### src/rtl/smc_pkg.sv
`timescale 1ns/1ps
package smc_pkg;
  localparam int unsigned SMC_IDS   = 8;
  localparam int unsigned SMC_SET_W = 6;
  localparam int unsigned SMC_WAY_W = 2;

  // per-location loss sources, each with its own matcher
  typedef enum int unsigned {
    LS_REPL  = 0,
    LS_XI    = 1,
    LS_STORE = 2
  } loss_src_e;
  localparam int unsigned NUM_SRC = 3;
endpackage

### src/rtl/smc_alloc.sv
`timescale 1ns/1ps
module smc_alloc #(
  parameter int unsigned N_IDS = 8,
  localparam int unsigned ID_W = $clog2(N_IDS)
) (
  input  logic [N_IDS-1:0] busy_i,
  output logic             avail_o,
  output logic [ID_W-1:0]  id_o,
  output logic [N_IDS-1:0] grant_o
);
  // lowest free index wins
  always_comb begin
    avail_o = 1'b0;
    id_o    = '0;
    grant_o = '0;
    for (int i = N_IDS - 1; i >= 0; i--) begin
      if (!busy_i[i]) begin
        avail_o    = 1'b1;
        id_o       = ID_W'(i);
        grant_o    = '0;
        grant_o[i] = 1'b1;
      end
    end
  end
endmodule

### src/rtl/smc_match.sv
`timescale 1ns/1ps
module smc_match #(
  parameter int unsigned N_IDS = 8,
  parameter int unsigned SET_W = 6,
  parameter int unsigned WAY_W = 2
) (
  input  logic [N_IDS-1:0]            valid_i,
  input  logic [N_IDS-1:0][SET_W-1:0] set_tab_i,
  input  logic [N_IDS-1:0][WAY_W-1:0] way_tab_i,
  input  logic                        ev_i,
  input  logic [SET_W-1:0]            ev_set_i,
  input  logic [WAY_W-1:0]            ev_way_i,
  output logic [N_IDS-1:0]            hit_o
);
  for (genvar e = 0; e < N_IDS; e++) begin : g_cmp
    assign hit_o[e] = ev_i && valid_i[e] &&
                      (set_tab_i[e] == ev_set_i) && (way_tab_i[e] == ev_way_i);
  end
endmodule

### src/rtl/smc_detect.sv
`timescale 1ns/1ps
module smc_detect
  import smc_pkg::*;
#(
  parameter int unsigned N_IDS = SMC_IDS,
  parameter int unsigned SET_W = SMC_SET_W,
  parameter int unsigned WAY_W = SMC_WAY_W,
  localparam int unsigned ID_W = $clog2(N_IDS)
) (
  input  logic             clk_i,
  input  logic             rst_ni,
  input  logic             alloc_req_i,
  input  logic [SET_W-1:0] alloc_set_i,
  input  logic [WAY_W-1:0] alloc_way_i,
  output logic             alloc_avail_o,
  output logic [ID_W-1:0]  alloc_id_o,
  input  logic             retire_i,
  input  logic [ID_W-1:0]  retire_id_i,
  input  logic             repl_i,
  input  logic [SET_W-1:0] repl_set_i,
  input  logic [WAY_W-1:0] repl_way_i,
  input  logic             xi_i,
  input  logic [SET_W-1:0] xi_set_i,
  input  logic [WAY_W-1:0] xi_way_i,
  input  logic             purge_i,
  input  logic             store_i,
  input  logic [SET_W-1:0] store_set_i,
  input  logic [WAY_W-1:0] store_way_i,
  input  logic             store_excl_i,
  output logic [N_IDS-1:0] inv_mask_o,
  output logic             ixi_valid_o,
  output logic [SET_W-1:0] ixi_set_o,
  output logic [WAY_W-1:0] ixi_way_o,
  output logic             store_hit_o
);
  logic [N_IDS-1:0]            valid_q;
  logic [N_IDS-1:0][SET_W-1:0] set_q;
  logic [N_IDS-1:0][WAY_W-1:0] way_q;

  logic [NUM_SRC-1:0]              src_v;
  logic [NUM_SRC-1:0][SET_W-1:0]   src_set;
  logic [NUM_SRC-1:0][WAY_W-1:0]   src_way;
  logic [NUM_SRC-1:0][N_IDS-1:0]   src_hit;

  logic [N_IDS-1:0] grant;
  logic [N_IDS-1:0] loss;
  logic [N_IDS-1:0] retire_mask;
  logic [N_IDS-1:0] valid_d;
  logic             st_hit;
  logic             ixi_req;

  assign src_v[LS_REPL]    = repl_i;
  assign src_set[LS_REPL]  = repl_set_i;
  assign src_way[LS_REPL]  = repl_way_i;
  assign src_v[LS_XI]      = xi_i;
  assign src_set[LS_XI]    = xi_set_i;
  assign src_way[LS_XI]    = xi_way_i;
  // the store's own internal XI drops any fetch ID at its slot
  assign src_v[LS_STORE]   = store_i;
  assign src_set[LS_STORE] = store_set_i;
  assign src_way[LS_STORE] = store_way_i;

  for (genvar s = 0; s < NUM_SRC; s++) begin : g_src
    smc_match #(
      .N_IDS(N_IDS), .SET_W(SET_W), .WAY_W(WAY_W)
    ) u_match (
      .valid_i  (valid_q),
      .set_tab_i(set_q),
      .way_tab_i(way_q),
      .ev_i     (src_v[s]),
      .ev_set_i (src_set[s]),
      .ev_way_i (src_way[s]),
      .hit_o    (src_hit[s])
    );
  end

  smc_alloc #(.N_IDS(N_IDS)) u_alloc (
    .busy_i (valid_q),
    .avail_o(alloc_avail_o),
    .id_o   (alloc_id_o),
    .grant_o(grant)
  );

  always_comb begin
    loss = purge_i ? valid_q : '0;
    for (int s = 0; s < NUM_SRC; s++) loss |= src_hit[s];
  end

  assign st_hit      = |src_hit[LS_STORE];
  assign ixi_req     = store_i && (!store_excl_i || st_hit);
  assign retire_mask = retire_i ? (N_IDS'(1) << retire_id_i) : '0;
  assign valid_d     = (valid_q & ~loss & ~retire_mask) | (alloc_req_i ? grant : '0);

  always_ff @(posedge clk_i or negedge rst_ni) begin
    if (!rst_ni) begin
      valid_q <= '0;
      set_q   <= '0;
      way_q   <= '0;
    end else begin
      valid_q <= valid_d;
      for (int i = 0; i < N_IDS; i++) begin
        if (alloc_req_i && grant[i]) begin
          set_q[i] <= alloc_set_i;
          way_q[i] <= alloc_way_i;
        end
      end
    end
  end

  always_ff @(posedge clk_i or negedge rst_ni) begin
    if (!rst_ni) begin
      inv_mask_o  <= '0;
      ixi_valid_o <= 1'b0;
      ixi_set_o   <= '0;
      ixi_way_o   <= '0;
      store_hit_o <= 1'b0;
    end else begin
      inv_mask_o  <= loss;
      ixi_valid_o <= ixi_req;
      ixi_set_o   <= store_set_i;
      ixi_way_o   <= store_way_i;
      store_hit_o <= store_i && st_hit;
    end
  end
endmodule

### config.mk
export PLATFORM = sky130hd
export DESIGN_NAME = smc_detect
export DESIGN_NICKNAME = d
export VERILOG_FILES = /design/src/rtl/smc_pkg.sv /design/src/rtl/smc_alloc.sv /design/src/rtl/smc_match.sv /design/src/rtl/smc_detect.sv
export SDC_FILE = /design/constraint.sdc
export NUM_CORES = 1
export LEC_CHECK = 0
export BUFFER_PORTS_ARGS = -buffer_cell sky130_fd_sc_hd__buf_2
export CORE_MARGIN = 2
export CORE_UTILIZATION = 54
export CTS_CLUSTER_DIAMETER = 50
export DETAILED_ROUTE_END_ITERATION = 10
export PLACE_DENSITY = 0.83
export SLEW_MARGIN = 5
export SYNTH_ARGS = -nofsm -noshare
export SYNTH_HDL_FRONTEND = slang
export SYNTH_SLANG_ARGS = --single-unit
### constraint.sdc
create_clock -name clk_i -period 1.7 [get_ports clk_i]
set_clock_uncertainty 0.15 [all_clocks]
set_input_delay 0.34 -clock clk_i [delete_from_list [all_inputs] [get_ports clk_i]]
set_output_delay 0.34 -clock clk_i [all_outputs]
set_load 0.005 [all_outputs]
# Yosys cells after proc, flatten, opt, wreduce, memory -nomap -nowiden
# Cells that the tools add are included.
# classes
shift,1
bitwise_logic,8
n_reduce_logical,85
muxes,27
n_eq_ne,48
# op_table
cell,count
equality test 6 bit,24
two-way mux 8 bit,11
logical AND 1 bit,82
equality test 2 bit,24
OR 8 bit,4
two-way mux 3 bit,8
AND 8 bit,2
NOT 8 bit,2
two-way mux 1 bit,8
OR reduction 8 bit,1
<< shifter 1 x 3 -> 8 bit (first input constant),1
zero test 1 bit,1
logical OR 1 bit,1
# word_totals
word_cells,191
inputBits,44
out_inout_bits,22
ff_bits,90

# Longest topological paths before layout
# logic_depth
depth_word,10
depth_mapped,7
ltp_nobuf,5

# Hierarchy
# A second synthesis with hierarchy kept.
# hier_totals
cells_unflattened,536
hier_area_um2,6083.3
# by_module_without_submodules
mod,seq_area_each_um2,cells_each,n_inst,area_each_um2
smc_detect,2252.2,201,1,3359.5
smc_match,0.0,105,3,865.8
smc_alloc,0.0,20,1,126.4

# Worst setup path before layout
# OpenSTA, ideal clock, no wires.
# synth_timing
path_kind,register -> register
from,register valid_q[2]
to,register set_q[24] in the netlist's numbering
slack_ns,-0.005
n_path_buf,2
setup_time_ns,0.125
path_stages_with_launch,7
t_arrival_ns,1.430
required_ns,1.425
synth_period_minus_slack_ns,1.705
path_cell_list,dfrtp_1 > buf_2 > and4_4 > nand2_2 > nor2_1 > buf_2 > mux2_2
# synth_between
elab_chain_len,4
# synth_rtl
item,line,text
from (decl),smc_detect.sv:36,logic [N_IDS-1:0] valid_q;
from (signal assigned),smc_detect.sv:100,valid_q <= valid_d;
two-way mux 8 bit (3 in series),smc_alloc.sv:17,if (!busy_i[i]) begin
logical AND 1 bit,smc_detect.sv:102,if (alloc_req_i && grant[i]) begin
"to (signal, indexed assignment)",smc_detect.sv:103,set_q[i] <= alloc_set_i;
to (decl),smc_detect.sv:37,logic [N_IDS-1:0][SET_W-1:0] set_q;
# No other way between the ends.
# A chain may end at the register's enable or synchronous reset.

# Final worst setup path
# layout_timing
from,register valid_q[3]
to,output alloc_id_o[2]
# layout_between
elab_chain_len,4
# layout_rtl
item,line,text
two-way mux 3 bit (4 in series),smc_alloc.sv:17,
to (decl),smc_detect.sv:16,"output logic [ID_W-1:0] alloc_id_o,"
# No other way between the ends.

==> results_dict.tcl <==
set metrics [dict create \
    worstRegToRegCells 6 \
    placeableCoreArea_sq_um 10420 \
    synthTopCellsByCount "128 x xor2_1, 90 x dfrtp_1, 59 x mux2_2" \
    area_growth_pct 32.96 \
    cts_buffers 9 \
    initial_utilization_pct 55.98 \
    layout_min_cycle_time_ps 1920 \
    synth_edf_count 0 \
    gp_congestion 0.9791 \
    powerDensity_nw_per_um2 902.3 \
    n_antenna_cell 0 \
    netlist_top_cells_area "dfrtp_1 39%, xor2_1 19%, mux2_2 11%" \
    insertion_delay_ps 380 \
    synth_cell_type_count 42 \
    setup_viol 37 \
    start_kind "register" \
    num_io_pins 66 \
    grt_pass1_vias 4969 \
    place_inst 810 \
    syn-cell-area_sq_um 5831 \
    crit_required_ps 1210 \
    rows 37 \
    clock-root-buffer "clkbuf_8" \
    hold_path_depth 1 \
    crit_type "register to output pin" \
    die-width_microns 107.9 \
    post_drt_wl_per_cell_microns 21.30 \
    final_hold_viol_count 0 \
    synth_nets 592 \
    grt_usage_pct 32.00 \
    max_slew_margin_pct 64.22 \
    gr-total-overflow 0 \
    crit_arrival_ps 1430 \
    p_leak_nw 3.725 \
    synth_top_area_share_pct 38.63 \
    yosysWarnings 0 \
    yosys.area.top_type "dfrtp_1" \
    path_max_fanout 3 \
    hold_class "input pin to register" \
    drt_wl_total_microns 18170 \
    end_kind "output pin" \
    fin_hold_ws_ps 74.31 \
    antenna_found_initial 0 \
    r2r_end "ixi_valid_o" \
    status "finished, violations left" \
    syn_avg_cell_area_sq_um 10.64 \
    drt_iter0_markers 285 \
    stdcell_count 853 \
    reg2reg_slack_ps -110 \
    clockBufferDepth 2 \
    hold_end "ixi_way_o[0]" \
    grt_pass1_wl_microns 27730 \
    slew_violations 0 \
    via_per_inst 5.694 \
    seq_area_frac_synth_pct 38.63 \
    layout-drive-gt1-share_pct 46.03 \
    period_share_pct 112.9 \
    violations "negative setup slack" \
    r2r-start "set_q[45]" \
    drc_errors 0 \
    hpwl_microns 13150 \
    worstMarginPinSlew_ps 536.7 \
    drtAntennaViolNets 0 \
    cts_tree "built" \
    synth_cells 548 \
    htree_levels 3 \
    synth.most_common_cell "xor2_1" \
    cts_sinks 90 \
    max_cap_viol_count 0 \
    peakVddDrop_mv 1.001 \
    fill_cells 706 \
    ys_seq_elements 90 \
    synthArstFlopShare_pct 100.0 \
    vias 4857 \
    nets 756 \
    grt_setup_unrepaired "true" \
    fin_ws_ps -219.7 \
    clkTransAtPathRegs_ps 90 \
    io_buffers 65 \
    holdCritStartpoint "store_way_i[0]" \
    die_area_sq_um 11640 \
    dr.pass1.iters 5 \
    synth_ff_type "dfrtp_1" \
    die-height_microns 107.9 \
    fmax_mhz 520.9 \
    grt_start_max_net_pins 91 \
]
==> stage by stage <==
stage / setup TNS [ps] / setup slack, ps / util (%) / power [mW] / area (sq um)
2_1_floorplan: 0 / 1.711 / - / 4.070 / 5833
3_3_place_gp: -3353 / -461.6 / 66.44 / 4.844 / 6920
3_5_place_dp: -3945 / -410.3 / 66.44 / 4.895 / 6920
4_1_cts: -1333 / -156.5 / 72.11 / 6.847 / 7511
5_1_grt: -4463 / -269.8 / 74.43 / 7.333 / 7752
6_report: -2178 / -219.7 / 74.43 / 6.995 / 7752
==> layout by cell type (no fill, tap or decap), types with 2 or more instances in the layout <==
master | netlist | layout
nand3_1 | 22 | 17
nand4_1 | 14 | 14
buf_6 | 3 | 6
nor4_2 | 0 | 13
nor4_1 | 21 | 8
and3_1 | 14 | 13
buf_12 | 0 | 7
dfrtp_1 | 90 | 68
nor2b_1 | 8 | 6
a2111oi_4 | 0 | 2
nand2_1 | 17 | 14
xnor2_1 | 58 | 54
nor2_1 | 5 | 2
or3_1 | 2 | 2
buf_4 | 8 | 107
xnor2_2 | 0 | 4
mux2_4 | 0 | 8
nor2_4 | 0 | 3
xor2_1 | 128 | 125
mux2_2 | 59 | 53
nand2_4 | 0 | 3
nor3_1 | 15 | 15
nand2_2 | 2 | 2
o21bai_1 | 2 | 2
bufinv_16 | 0 | 3
xor2_2 | 0 | 3
dfrtp_2 | 0 | 22
a222oi_1 | 2 | 2
buf_2 | 20 | 64
nand2b_1 | 4 | 4
o211ai_1 | 9 | 9
nand3_2 | 0 | 5
o21ai_1 | 0 | 4
clkbuf_8 | 0 | 11
a21o_1 | 5 | 5
o21ai_0 | 10 | 5
inv_1 | 9 | 8
==> where the power goes <==
part	switching [mW]	leakage, nW	internal [mW]	total (mW)
Combinational	1.06	2.47	1.16	2.22
Sequential	0.453	1.13	2.47	2.92
Clock	0.799	0.123	1.06	1.86
==> logic make-up (layout without fill, tap and decap cells) <==
| kind of cell | count (synthesis) | count (layout) | share of synthesized area [%] |
|---|---|---|---|
| compound gates | 38 | 38 | 4.678 |
| xor+xnor | 186 | 186 | 27.94 |
| buf+inv | 42 | 210 | 4.034 |
| flops | 90 | 90 | 38.63 |
| simple gates | 131 | 132 | 12.94 |
| mux | 61 | 61 | 11.78 |
==> how the worst max path moves through the flow <==
stage	endpoint	depth (start not counted)	slack, ps	from
5_1_grt	alloc_id_o[2]	4	-270	valid_q[3]
4_1_cts	alloc_id_o[2]	4	-160	valid_q[3]
3_5_place_dp	valid_q[4]	6	-410	repl_set_i[1]
3_3_place_gp	valid_q[4]	6	-460	repl_set_i[5]
2_1_floorplan	set_q[38]	5	2	valid_q[2]
6_report	alloc_id_o[2]	4	-220	valid_q[3]
==> per-layer routing <==
| metal | GRT usage [%] | wire [microns] | up-vias |
|---|---|---|---|
| met5 | 0 | 0 | - |
| met4 | 12.18 | 463 | 0 |
| met3 | 5.145 | 1077 | 38 |
| met2 | 50.31 | 8345 | 195 |
| met1 | 44.56 | 8285 | 2411 |
| li1 | - | - | 2213 |
==> repair_timing <==
item                       4_1_cts  5_1_grt
resized for setup               55       41
setup endpoints to repair       43       51
pin swaps                       35       37
hold buffers                     1        0
hold endpoints to repair        90        0
setup buffers                   17        8
gates cloned                     0        1
==> sequential cells by signal, indices dropped and copies added (netlist names) <==
register / flops
ixi_valid_o: 1
inv_mask_o: 8
ixi_way_o: 2
ixi_set_o: 6
set_q: 48
store_hit_o: 1
way_q: 16
valid_q: 8
==> cell type report <==
class | instances | area [sq um] | share of cell area [%]
Tap cell | 136 | 170.2 | 2.195
Inverter | 9 | 33.78 | 0.4358
Clock buffer | 12 | 155.1 | 2.001
Multi-Input combinational cell | 417 | 3675 | 47.40
Clock inverter | 4 | 97.59 | 1.259
Sequential cell | 90 | 2280 | 29.41
Timing Repair Buffer | 185 | 1341 | 17.30
==> worst max-delay path: stages (launching register included) <==
cell,delay [ps]
dfrtp_1,420
and4_4,250
buf_6,100
nor2b_2,150
buf_2,130
No activity file was read; power rests on OpenSTA's default activity.
